==> src/rtl/cfe_remap_pkg.sv <==
package cfe_remap_pkg;

    localparam int unsigned ADDR_W   = 32;
    localparam int unsigned EXT_W    = 27;
    localparam int unsigned SZ_W     = 5;
    localparam int unsigned MAX_LOG2 = EXT_W;
    localparam logic [ADDR_W-1:0] EXT_BASE = 32'h9000_0000;

    typedef struct packed {
        logic       write;
        logic [2:0] size;
        logic [2:0] burst;
        logic [3:0] prot;
    } xfer_attr_t;

    typedef struct packed {
        logic              en;
        logic [ADDR_W-1:0] alias_base;
        logic [SZ_W-1:0]   size_log2;
        logic [EXT_W-1:0]  phys_off;
    } region_t;

    typedef enum logic [1:0] {
        DP_IDLE   = 2'd0,
        DP_CACHE  = 2'd1,
        DP_BYPASS = 2'd2
    } dphase_e;

    // Code region: low 128 MiB or the 256 MiB block at 0x1000_0000.
    function automatic logic in_code_region(input logic [ADDR_W-1:0] a);
        return (a[31:27] == 5'b00000) || (a[31:28] == 4'b0001);
    endfunction

    function automatic logic [SZ_W-1:0] clamp_log2(input logic [SZ_W-1:0] lg);
        return (lg > SZ_W'(MAX_LOG2)) ? SZ_W'(MAX_LOG2) : lg;
    endfunction

    function automatic logic window_hit(input logic [ADDR_W-1:0] a,
                                        input logic [ADDR_W-1:0] base,
                                        input logic [SZ_W-1:0]   lg);
        logic [ADDR_W:0] lo;
        logic [ADDR_W:0] hi;
        lo = {1'b0, base};
        hi = lo + ((ADDR_W+1)'(1) << lg);
        return ({1'b0, a} >= lo) && ({1'b0, a} < hi);
    endfunction

    function automatic logic [ADDR_W-1:0] ext_translate(input logic [ADDR_W-1:0] a,
                                                        input logic [ADDR_W-1:0] base,
                                                        input logic [EXT_W-1:0]  phys);
        logic [EXT_W-1:0] sum;
        sum = phys + a[EXT_W-1:0] - base[EXT_W-1:0];
        return {EXT_BASE[ADDR_W-1:EXT_W], sum};
    endfunction

endpackage

==> src/rtl/cfe_region_match.sv <==
module cfe_region_match
    import cfe_remap_pkg::*;
#(
    parameter int unsigned NUM_REGIONS = 4
) (
    input  logic [ADDR_W-1:0] addr,
    input  region_t           regions [NUM_REGIONS],
    output logic [NUM_REGIONS-1:0] hit,
    output logic [ADDR_W-1:0] xlat [NUM_REGIONS]
);

    logic eligible;
    assign eligible = in_code_region(addr);

    generate
        for (genvar g = 0; g < NUM_REGIONS; g++) begin : g_region
            logic [SZ_W-1:0] lg_eff;
            assign lg_eff  = clamp_log2(regions[g].size_log2);
            assign hit[g]  = eligible && regions[g].en &&
                             window_hit(addr, regions[g].alias_base, lg_eff);
            assign xlat[g] = ext_translate(addr, regions[g].alias_base,
                                           regions[g].phys_off);
        end
    endgenerate

endmodule

==> src/rtl/cfe_prio_pick.sv <==
module cfe_prio_pick #(
    parameter int unsigned NUM = 4,
    parameter int unsigned W   = 32
) (
    input  logic [NUM-1:0] hit,
    input  logic [W-1:0]   cand [NUM],
    input  logic [W-1:0]   dflt,
    output logic [W-1:0]   sel,
    output logic           any
);

    always_comb begin
        sel = dflt;
        for (int i = NUM - 1; i >= 0; i--) begin
            if (hit[i]) sel = cand[i];
        end
    end

    assign any = |hit;

endmodule

==> src/rtl/cfe_dphase_route.sv <==
module cfe_dphase_route
    import cfe_remap_pkg::*;
#(
    parameter int unsigned DATA_W = 32
) (
    input  logic              clk,
    input  logic              rst,
    input  logic              accept,
    input  logic              to_cache,
    input  logic [DATA_W-1:0] c_rdata,
    input  logic              c_ready,
    input  logic              c_err,
    input  logic [DATA_W-1:0] m_rdata,
    input  logic              m_ready,
    input  logic              m_err,
    output logic [DATA_W-1:0] up_rdata,
    output logic              up_ready,
    output logic              up_err
);

    dphase_e dp_q;

    always_comb begin
        unique case (dp_q)
            DP_CACHE: begin
                up_ready = c_ready;
                up_rdata = c_rdata;
                up_err   = c_err;
            end
            DP_BYPASS: begin
                up_ready = m_ready;
                up_rdata = m_rdata;
                up_err   = m_err;
            end
            default: begin
                up_ready = 1'b1;
                up_rdata = '0;
                up_err   = 1'b0;
            end
        endcase
    end

    always_ff @(posedge clk) begin
        if (rst) begin
            dp_q <= DP_IDLE;
        end else if (up_ready) begin
            if (accept) dp_q <= to_cache ? DP_CACHE : DP_BYPASS;
            else        dp_q <= DP_IDLE;
        end
    end

endmodule

==> src/rtl/cfe_remap.sv <==
module cfe_remap
    import cfe_remap_pkg::*;
#(
    parameter int unsigned NUM_REGIONS = 4,
    parameter int unsigned DATA_W      = 32
) (
    input  logic                          clk,
    input  logic                          rst,
    input  logic                          cache_en,
    input  logic [NUM_REGIONS-1:0]        rg_en,
    input  logic [NUM_REGIONS*32-1:0]     rg_alias,
    input  logic [NUM_REGIONS*5-1:0]      rg_size_log2,
    input  logic [NUM_REGIONS*27-1:0]     rg_phys,
    input  logic                          up_valid,
    input  logic [31:0]                   up_addr,
    input  logic                          up_write,
    input  logic [2:0]                    up_size,
    input  logic [2:0]                    up_burst,
    input  logic [3:0]                    up_prot,
    input  logic                          up_lookup,
    output logic [DATA_W-1:0]             up_rdata,
    output logic                          up_ready,
    output logic                          up_err,
    output logic                          c_req,
    output logic [31:0]                   c_addr,
    output logic                          c_write,
    output logic [2:0]                    c_size,
    output logic [2:0]                    c_burst,
    output logic [3:0]                    c_prot,
    input  logic [DATA_W-1:0]             c_rdata,
    input  logic                          c_ready,
    input  logic                          c_err,
    output logic                          m_req,
    output logic [31:0]                   m_addr,
    output logic                          m_write,
    output logic [2:0]                    m_size,
    output logic [2:0]                    m_burst,
    output logic [3:0]                    m_prot,
    input  logic [DATA_W-1:0]             m_rdata,
    input  logic                          m_ready,
    input  logic                          m_err
);

    region_t           regions [NUM_REGIONS];
    logic [NUM_REGIONS-1:0] hit;
    logic [ADDR_W-1:0] xlat [NUM_REGIONS];
    logic [ADDR_W-1:0] out_addr;
    logic              any_hit;
    xfer_attr_t        attr;
    logic              cacheable;
    logic              accept;

    generate
        for (genvar g = 0; g < NUM_REGIONS; g++) begin : g_unpack
            assign regions[g].en         = rg_en[g];
            assign regions[g].alias_base = rg_alias[g*ADDR_W +: ADDR_W];
            assign regions[g].size_log2  = rg_size_log2[g*SZ_W +: SZ_W];
            assign regions[g].phys_off   = rg_phys[g*EXT_W +: EXT_W];
        end
    endgenerate

    cfe_region_match #(.NUM_REGIONS(NUM_REGIONS)) u_match (
        .addr    (up_addr),
        .regions (regions),
        .hit     (hit),
        .xlat    (xlat)
    );

    cfe_prio_pick #(.NUM(NUM_REGIONS), .W(ADDR_W)) u_pick (
        .hit  (hit),
        .cand (xlat),
        .dflt (up_addr),
        .sel  (out_addr),
        .any  (any_hit)
    );

    assign attr      = '{write: up_write, size: up_size, burst: up_burst, prot: up_prot};
    assign cacheable = up_lookup & cache_en;
    assign accept    = up_valid & up_ready;

    assign c_req   = accept & cacheable;
    assign m_req   = accept & ~cacheable;
    assign c_addr  = out_addr;
    assign m_addr  = out_addr;
    assign c_write = attr.write;
    assign c_size  = attr.size;
    assign c_burst = attr.burst;
    assign c_prot  = attr.prot;
    assign m_write = attr.write;
    assign m_size  = attr.size;
    assign m_burst = attr.burst;
    assign m_prot  = attr.prot;

    cfe_dphase_route #(.DATA_W(DATA_W)) u_route (
        .clk      (clk),
        .rst      (rst),
        .accept   (up_valid),
        .to_cache (cacheable),
        .c_rdata  (c_rdata),
        .c_ready  (c_ready),
        .c_err    (c_err),
        .m_rdata  (m_rdata),
        .m_ready  (m_ready),
        .m_err    (m_err),
        .up_rdata (up_rdata),
        .up_ready (up_ready),
        .up_err   (up_err)
    );

    logic unused_any;
    assign unused_any = any_hit;

endmodule

==> config.mk <==
export PLATFORM = sky130hd
export DESIGN_NAME = cfe_remap
export DESIGN_NICKNAME = d
export VERILOG_FILES = /design/src/rtl/cfe_remap_pkg.sv /design/src/rtl/cfe_region_match.sv /design/src/rtl/cfe_prio_pick.sv /design/src/rtl/cfe_dphase_route.sv /design/src/rtl/cfe_remap.sv
export SDC_FILE = /design/constraint.sdc
export NUM_CORES = 1
export LEC_CHECK = 0
export BUFFER_PORTS_ARGS = -buffer_cell sky130_fd_sc_hd__buf_2
export CAP_MARGIN = 20
export CORE_MARGIN = 2
export CORE_UTILIZATION = 30
export CTS_CLUSTER_DIAMETER = 40
export CTS_CLUSTER_SIZE = 25
export DETAILED_ROUTE_END_ITERATION = 10
export GPL_ROUTABILITY_DRIVEN = 0
export MAX_ROUTING_LAYER = met4
export PLACE_DENSITY = 0.47
export RECOVER_POWER = 25
export SLEW_MARGIN = 10
export SYNTH_ARGS = -nofsm -noshare
export SYNTH_HDL_FRONTEND = slang
export SYNTH_SLANG_ARGS = --single-unit
==> constraint.sdc <==
create_clock -name clk -period 20.7 [get_ports clk]
set_input_delay 3.105 -clock clk [delete_from_list [all_inputs] [get_ports clk]]
set_output_delay 3.105 -clock clk [all_outputs]
set_load 0.02 [all_outputs]
## Word-level counts from Yosys, hierarchy flattened

Cells that the tools add are included.

| word-level totals | value |
|---|---|
| output and inout bits | 122 |
| word-level logic and storage cells | 64 |
| flip-flop bits (word level) | 2 |

| cells by class | value |
|---|---|
| bitwise gates (word level) | 5 |
| multiplexer cells | 13 |
| shift operators | 4 |
| eq/ne operators | 3 |
| order comparisons | 12 |
| add/sub/neg operators | 12 |
| reductions and logical operators | 14 |

Operator list:

| kind | number |
|---|---|
| 32-bit by 33-bit adder with 33-bit output | 4 |
| 32-bit by 33-bit < comparator with 1-bit output | 4 |
| 1-bit by 5-bit << shifter with 33-bit output (first input constant) | 4 |
| 32-bit greater-or-equal comparator | 4 |
| 32-bit two-way mux | 4 |
| 27-bit adder | 4 |
| 27-bit subtractor | 4 |
| 32-bit one-hot mux with 2 select lines | 1 |
| 5-bit > comparator (second input constant) | 4 |
| 5-bit two-way mux | 4 |
| 1-bit logical AND | 12 |
| 5-bit zero test | 1 |
| 1-bit AND | 4 |
| 4-bit by 1-bit equality test with 1-bit output (second input constant) | 1 |
| 2-bit two-way mux | 2 |
| 1-bit one-hot mux with 2 select lines | 2 |
| 2-bit by 1-bit equality test with 1-bit output (second input constant) | 1 |
| 2-bit equality test (second input constant) | 1 |
| 1-bit logical OR | 1 |
| 1-bit NOT | 1 |

## Longest topological paths before layout

| depth | value |
|---|---|
| depth in word-level cells | 11 |
| depth in mapped cells | 31 |
| gate-level depth less buffers | 28 |

## Modules after synthesis

From an unflattened synthesis, not the netlist that was laid out.

| unflattened totals | value |
|---|---|
| cells, all modules | 3149 |
| area total of the unflattened synthesis | 23227.3 um^2 |

Modules (own cells, without submodules):

| module | area an instance (um^2) | cells an instance | instances |
|---|---|---|---|
| cfe_region_match | 20847.5 | 2849 | 1 |
| cfe_prio_pick | 1363.8 | 150 | 1 |
| cfe_dphase_route | 588.1 | 92 | 1 |
| cfe_remap | 427.9 | 58 | 1 |

## Least setup slack after synthesis

OpenSTA, ideal clock, no wires.

| timing path | value |
|---|---|
| path kind | input -> output |
| start point | input port rg_size_log2[10] |
| end point | output port m_addr[1] |
| stages | 28 |
| arrival time | 9.106 ns |
| path buffers | 3 |
| path slack | 8.489 ns |
| cells stage by stage | clkbuf_1 > or3b_2 > nor2_1 > ha_1 > and3_1 > a221oi_2 > o21ai_0 > a31o_2 > a21oi_2 > o311a_4 > nor2b_1 > o21ai_0 > a21oi_1 > o41ai_1 > xor2_1 > ha_1 > a211o_1 > a2111oi_0 > o211ai_1 > a21oi_1 > nor3_1 > o21ai_0 > o2bb2ai_4 > buf_6 > mux2i_1 > mux2_2 > mux2i_1 > buf_4 |

| between the ends | value |
|---|---|
| cells in the longest elaborated chain, start to end | 10 |

RTL lines:

| what | RTL line | source |
|---|---|---|
| start: declaration | cfe_remap.sv:12 | `input logic [NUM_REGIONS*5-1:0] rg_size_log2,` |
| 5-bit > comparator | cfe_remap_pkg.sv:35 | `return (lg > SZ_W'(MAX_LOG2)) ? SZ_W'(MAX_LOG2) : lg;` |
| 5-bit two-way mux (*) | cfe_remap_pkg.sv:35 |  |
| 1-bit by 5-bit << shifter with 33-bit output (*) | cfe_remap_pkg.sv:44 | `hi = lo + ((ADDR_W+1)'(1) << lg);` |
| 32-bit by 33-bit adder with 33-bit output (*) | cfe_remap_pkg.sv:44 |  |
| 32-bit by 33-bit < comparator with 1-bit output (*) | cfe_remap_pkg.sv:45 | `return ({1'b0, a} >= lo) && ({1'b0, a} < hi);` |
| 1-bit logical AND (*) | cfe_remap_pkg.sv:45 |  |
| 1-bit logical AND (*) | cfe_region_match.sv:19 | `assign hit[g] = eligible && regions[g].en &&` |
| 32-bit two-way mux (*) (3 in a row) | cfe_prio_pick.sv:15 | `if (hit[i]) sel = cand[i];` |
| end: declaration | cfe_remap.sv:34 | `output logic [31:0] m_addr,` |

Every way passes the cells marked *; elsewhere a longest branch is shown, timed or not.

## Final worst setup path

| timing path | value |
|---|---|
| start point | input port rg_size_log2[12] |
| end point | output port c_addr[1] |

| between the ends | value |
|---|---|
| cells in the longest elaborated chain, start to end | 10 |

RTL lines:

| what | RTL line | source |
|---|---|---|
| 5-bit > comparator | cfe_remap_pkg.sv:35 |  |
| 5-bit two-way mux (*) | cfe_remap_pkg.sv:35 |  |
| 1-bit by 5-bit << shifter with 33-bit output (*) | cfe_remap_pkg.sv:44 |  |
| 32-bit by 33-bit adder with 33-bit output (*) | cfe_remap_pkg.sv:44 |  |
| 32-bit by 33-bit < comparator with 1-bit output (*) | cfe_remap_pkg.sv:45 |  |
| 1-bit logical AND (*) | cfe_remap_pkg.sv:45 |  |
| 1-bit logical AND (*) | cfe_region_match.sv:19 |  |
| 32-bit two-way mux (*) (3 in a row) | cfe_prio_pick.sv:15 |  |
| end: declaration | cfe_remap.sv:25 | `output logic [31:0] c_addr,` |

Marked as above.

==> impl_metrics.csv <==
group,metric,value,unit
floorplan,fp.dieArea,79020,µm²
place,place_inst,4552,
timing,timing.setup.tns,0,ns
synthesis,ys_async_sr_fraction,0,
power,p_switching,0.5409,mW
global_route,grt-ovfl-total,0,
synthesis,netlist_area,23040,µm²
finish,stdcell_area,26250,µm²
clock_network,cts_inserted_buffers,3,
synthesis,synthDistinctLibCells,96,
finish,fillers,8374,
floorplan,io_pins,498,
clock_network,root_buffer,"clkbuf_16",
timing,tightestPinTransition,1.096,ns
clock_network,post-cts-setup-buffers,0,
timing,fmax,77.56,MHz
route,totalWireLength,95070,µm
power,vdd_drop_max,0.01961,mV
power,p_per_area,34.46,nW/µm²
place,placed_cell_area,26130,µm²
finish,largest_reg_flops,2,
clock_network,postCtsHoldBufs,0,
route,drc,0,
floorplan,dieHeight,281.1,µm
global_route,grt_pass1_wl,138800,µm
worst_setup_path,startpoint_type,"primary input",
route,first_pass_iters,7,
worst_setup_path,path_class,"in -> out",
synthesis,synth_ff_type,"dfxtp_1",
clock_network,cts_resized,0,
floorplan,start_util,0.3033,
clock_network,clock-sinks,2,
route,ant_nets,0,
finish,fin_nets,4501,
synthesis,synth_area_per_cell,7.313,µm²
clock_network,h-tree-depth,1,
synthesis,synth_seq_area_share,0.001738,
timing,skew,0.002733,ns
place,portBuffers,464,
finish,mostFrequentLayoutCells,"inv_1 (525), ha_1 (490), buf_2 (456)",
synthesis,ys_ff_latch,2,
route,first_iter_violations,1717,
worst_setup_path,cp.arrival,9.79,ns
floorplan,die_w,281.1,µm
power,clkPwrFrac,0.032,
clock_network,cts_tree,"done",
min_path,hp-class,"reg -> reg",
worst_setup_path,cp_max_fo,20,
global_route,antenna_found_initial,20,
finish,final_common_cell,"inv_1",
finish,multiInputGateArea,20420,µm²
power,sw_frac_of_total,0.5980,
synthesis,synth_cells,3150,
timing,finalWorstSetupSlack,7.807,ns
timing,drv_slew,0,
timing,hold_viol,0,
power,p_comb_frac,0.964,
power,leakage,14.53,nW
power,pwr-share-seq,0.005,
status,outcome,"finished, final reports clean",
timing,timing.hold.ws,0.5332,ns
global_route,grt_max_degree,35,
clock_network,clockBufferDepth,2,
place,dp_hpwl,84470,µm
finish,finalCoreUtilization,0.3456,
global_route,grt_pass1_vias,22810,
route,wl_per_cell,20.78,µm
power,power,0.9045,mW
worst_setup_path,worst_setup_path_end_kind,"primary output",
route,vias,23320,
synthesis,synth_edf_count,0,
floorplan,num_rows,101,
timing,period_share,0.6228,
worst_setup_path,cp.required,17.59,ns
place,place_ws,7.762,ns
route,via_per_inst,5.097,
finish,largest_registers,"u_route.dp_q (2)",
timing,grt_setup_unrepaired,"false",
clock_network,clock_latency,0.22,ns
timing,setup_viol,0,
finish,final_cells,4575,
synthesis,yosysWarnings,0,
finish,drive_gt1_frac,0.1492,
timing,relSlewSlack,0.2692,
finish,syn2layout_area_growth,13.93,%
finish,regArea,40.04,µm²
floorplan,core_region_area,75950,µm²
global_route,grt_usage,0.2409,
finish,max_flop_register,"u_route.dp_q",
timing,min_period,12.89,ns
power,power.internal,0.3636,mW
clock_network,clk_pin_slew_worst_paths,0.03,ns
flow_run,maxCapViolCount,0,
-- cells in the mapped netlist, drive strengths merged (9+ instances only) --
cell / count / share of area
and4: 9 / 0.0035
o2111ai: 13 / 0.0052
a221oi: 10 / 0.0041
fa: 108 / 0.094
nor2b: 30 / 0.0085
nor4: 9 / 0.0036
inv: 526 / 0.086
buf: 66 / 0.021
a211oi: 27 / 0.0093
o21a: 45 / 0.015
a22oi: 34 / 0.011
o21bai: 31 / 0.010
or2: 16 / 0.0043
nand3b: 12 / 0.0039
a21boi: 13 / 0.0042
nor3: 54 / 0.012
mux2i: 72 / 0.031
a21o: 141 / 0.046
nand2b: 53 / 0.014
clkbuf: 49 / 0.0080
nor2: 286 / 0.047
a21oi: 225 / 0.050
o211ai: 23 / 0.0077
nand2: 136 / 0.022
ha: 490 / 0.27
a2111oi: 16 / 0.0073
o31a: 9 / 0.0034
xor2: 105 / 0.040
a31oi: 27 / 0.0073
o21ai: 157 / 0.034
xnor2: 97 / 0.037
nand4: 45 / 0.012
nand3: 62 / 0.014
and3: 22 / 0.0060
and2: 9 / 0.0024
o31ai: 14 / 0.0056
or3: 22 / 0.0060
-- power by group through the flow --
stage | registers [mW] | clock network [mW] | logic [mW]
after CTS | 0.00426 | 0.0293 | 0.867
after global routing | 0.00429 | 0.0304 | 0.970
after floorplan | 0.00428 | 0 | 0.585
after global placement | 0.00431 | 0 | 0.867
final | 0.00427 | 0.0286 | 0.872
after detailed placement | 0.00431 | 0 | 0.862
-- path summary, 6_finish.rpt --
kind / from / to / slack, ns / cells past startpoint
worst min register to register: u_route.dp_q[0] / u_route.dp_q[0] / 0.53 / 2
worst min-delay path: u_route.dp_q[0] / u_route.dp_q[0] / 0.53 / 2
worst max register to register: u_route.dp_q[0] / u_route.dp_q[1] / 18.43 / 8
worst max-delay path: rg_size_log2[12] / c_addr[1] / 7.81 / 28
-- metal layers --
layer | track usage | share of wire
met1 | 0.3242 | 0.48
met4 | 0.03922 | 0.018
met3 | 0.03167 | 0.050
met5 | - | 0
met2 | 0.3889 | 0.45
-- layout make-up --
type / count / area share
Clock buffer: 3 / 0.002860
Multi-Input combinational cell: 2522 / 0.7779
Timing Repair Buffer: 472 / 0.09144
Inverter: 526 / 0.07523
Antenna cell: 20 / 0.001907
Sequential cell: 2 / 0.001526
Tap cell: 1030 / 0.04910
-- kinds of logic (layout without fill, tap and decap cells) --
logic type	after synthesis	after routing	synth area share
adders and majority gates	598	598	0.3600
buffers and inverters	641	1001	0.1150
DFF	2	2	0.001738
and+or+nand+nor	786	786	0.1677
xor gates and xnor gates	202	202	0.07680
AOI/OAI and AO/OA	845	845	0.2459
muxes	75	75	0.03275
other	1	36	0.0001628
-- worst max-delay path, cell delays in order --
cell and delay (ns):
buf_2 0.15, or3b_2 0.54, nor2_1 0.14, ha_1 0.28
and3_1 0.20, a221oi_2 0.30, o21ai_0 0.19, a31o_2 0.28
a21oi_2 0.19, o311a_4 0.27, nor2b_1 0.05, o21ai_0 0.21
a21oi_1 0.13, o41ai_1 0.32, xor2_1 0.19, ha_1 0.26
a211o_1 0.31, a2111oi_0 0.56, o211ai_1 0.19, a21oi_1 0.15
nor3_1 0.08, o21ai_0 0.28, o2bb2ai_4 0.23, buf_4 0.33
mux2i_1 0.17, mux2_2 0.28, mux2i_1 0.16, buf_2 0.20
No activity file was read; power rests on OpenSTA's default activity.
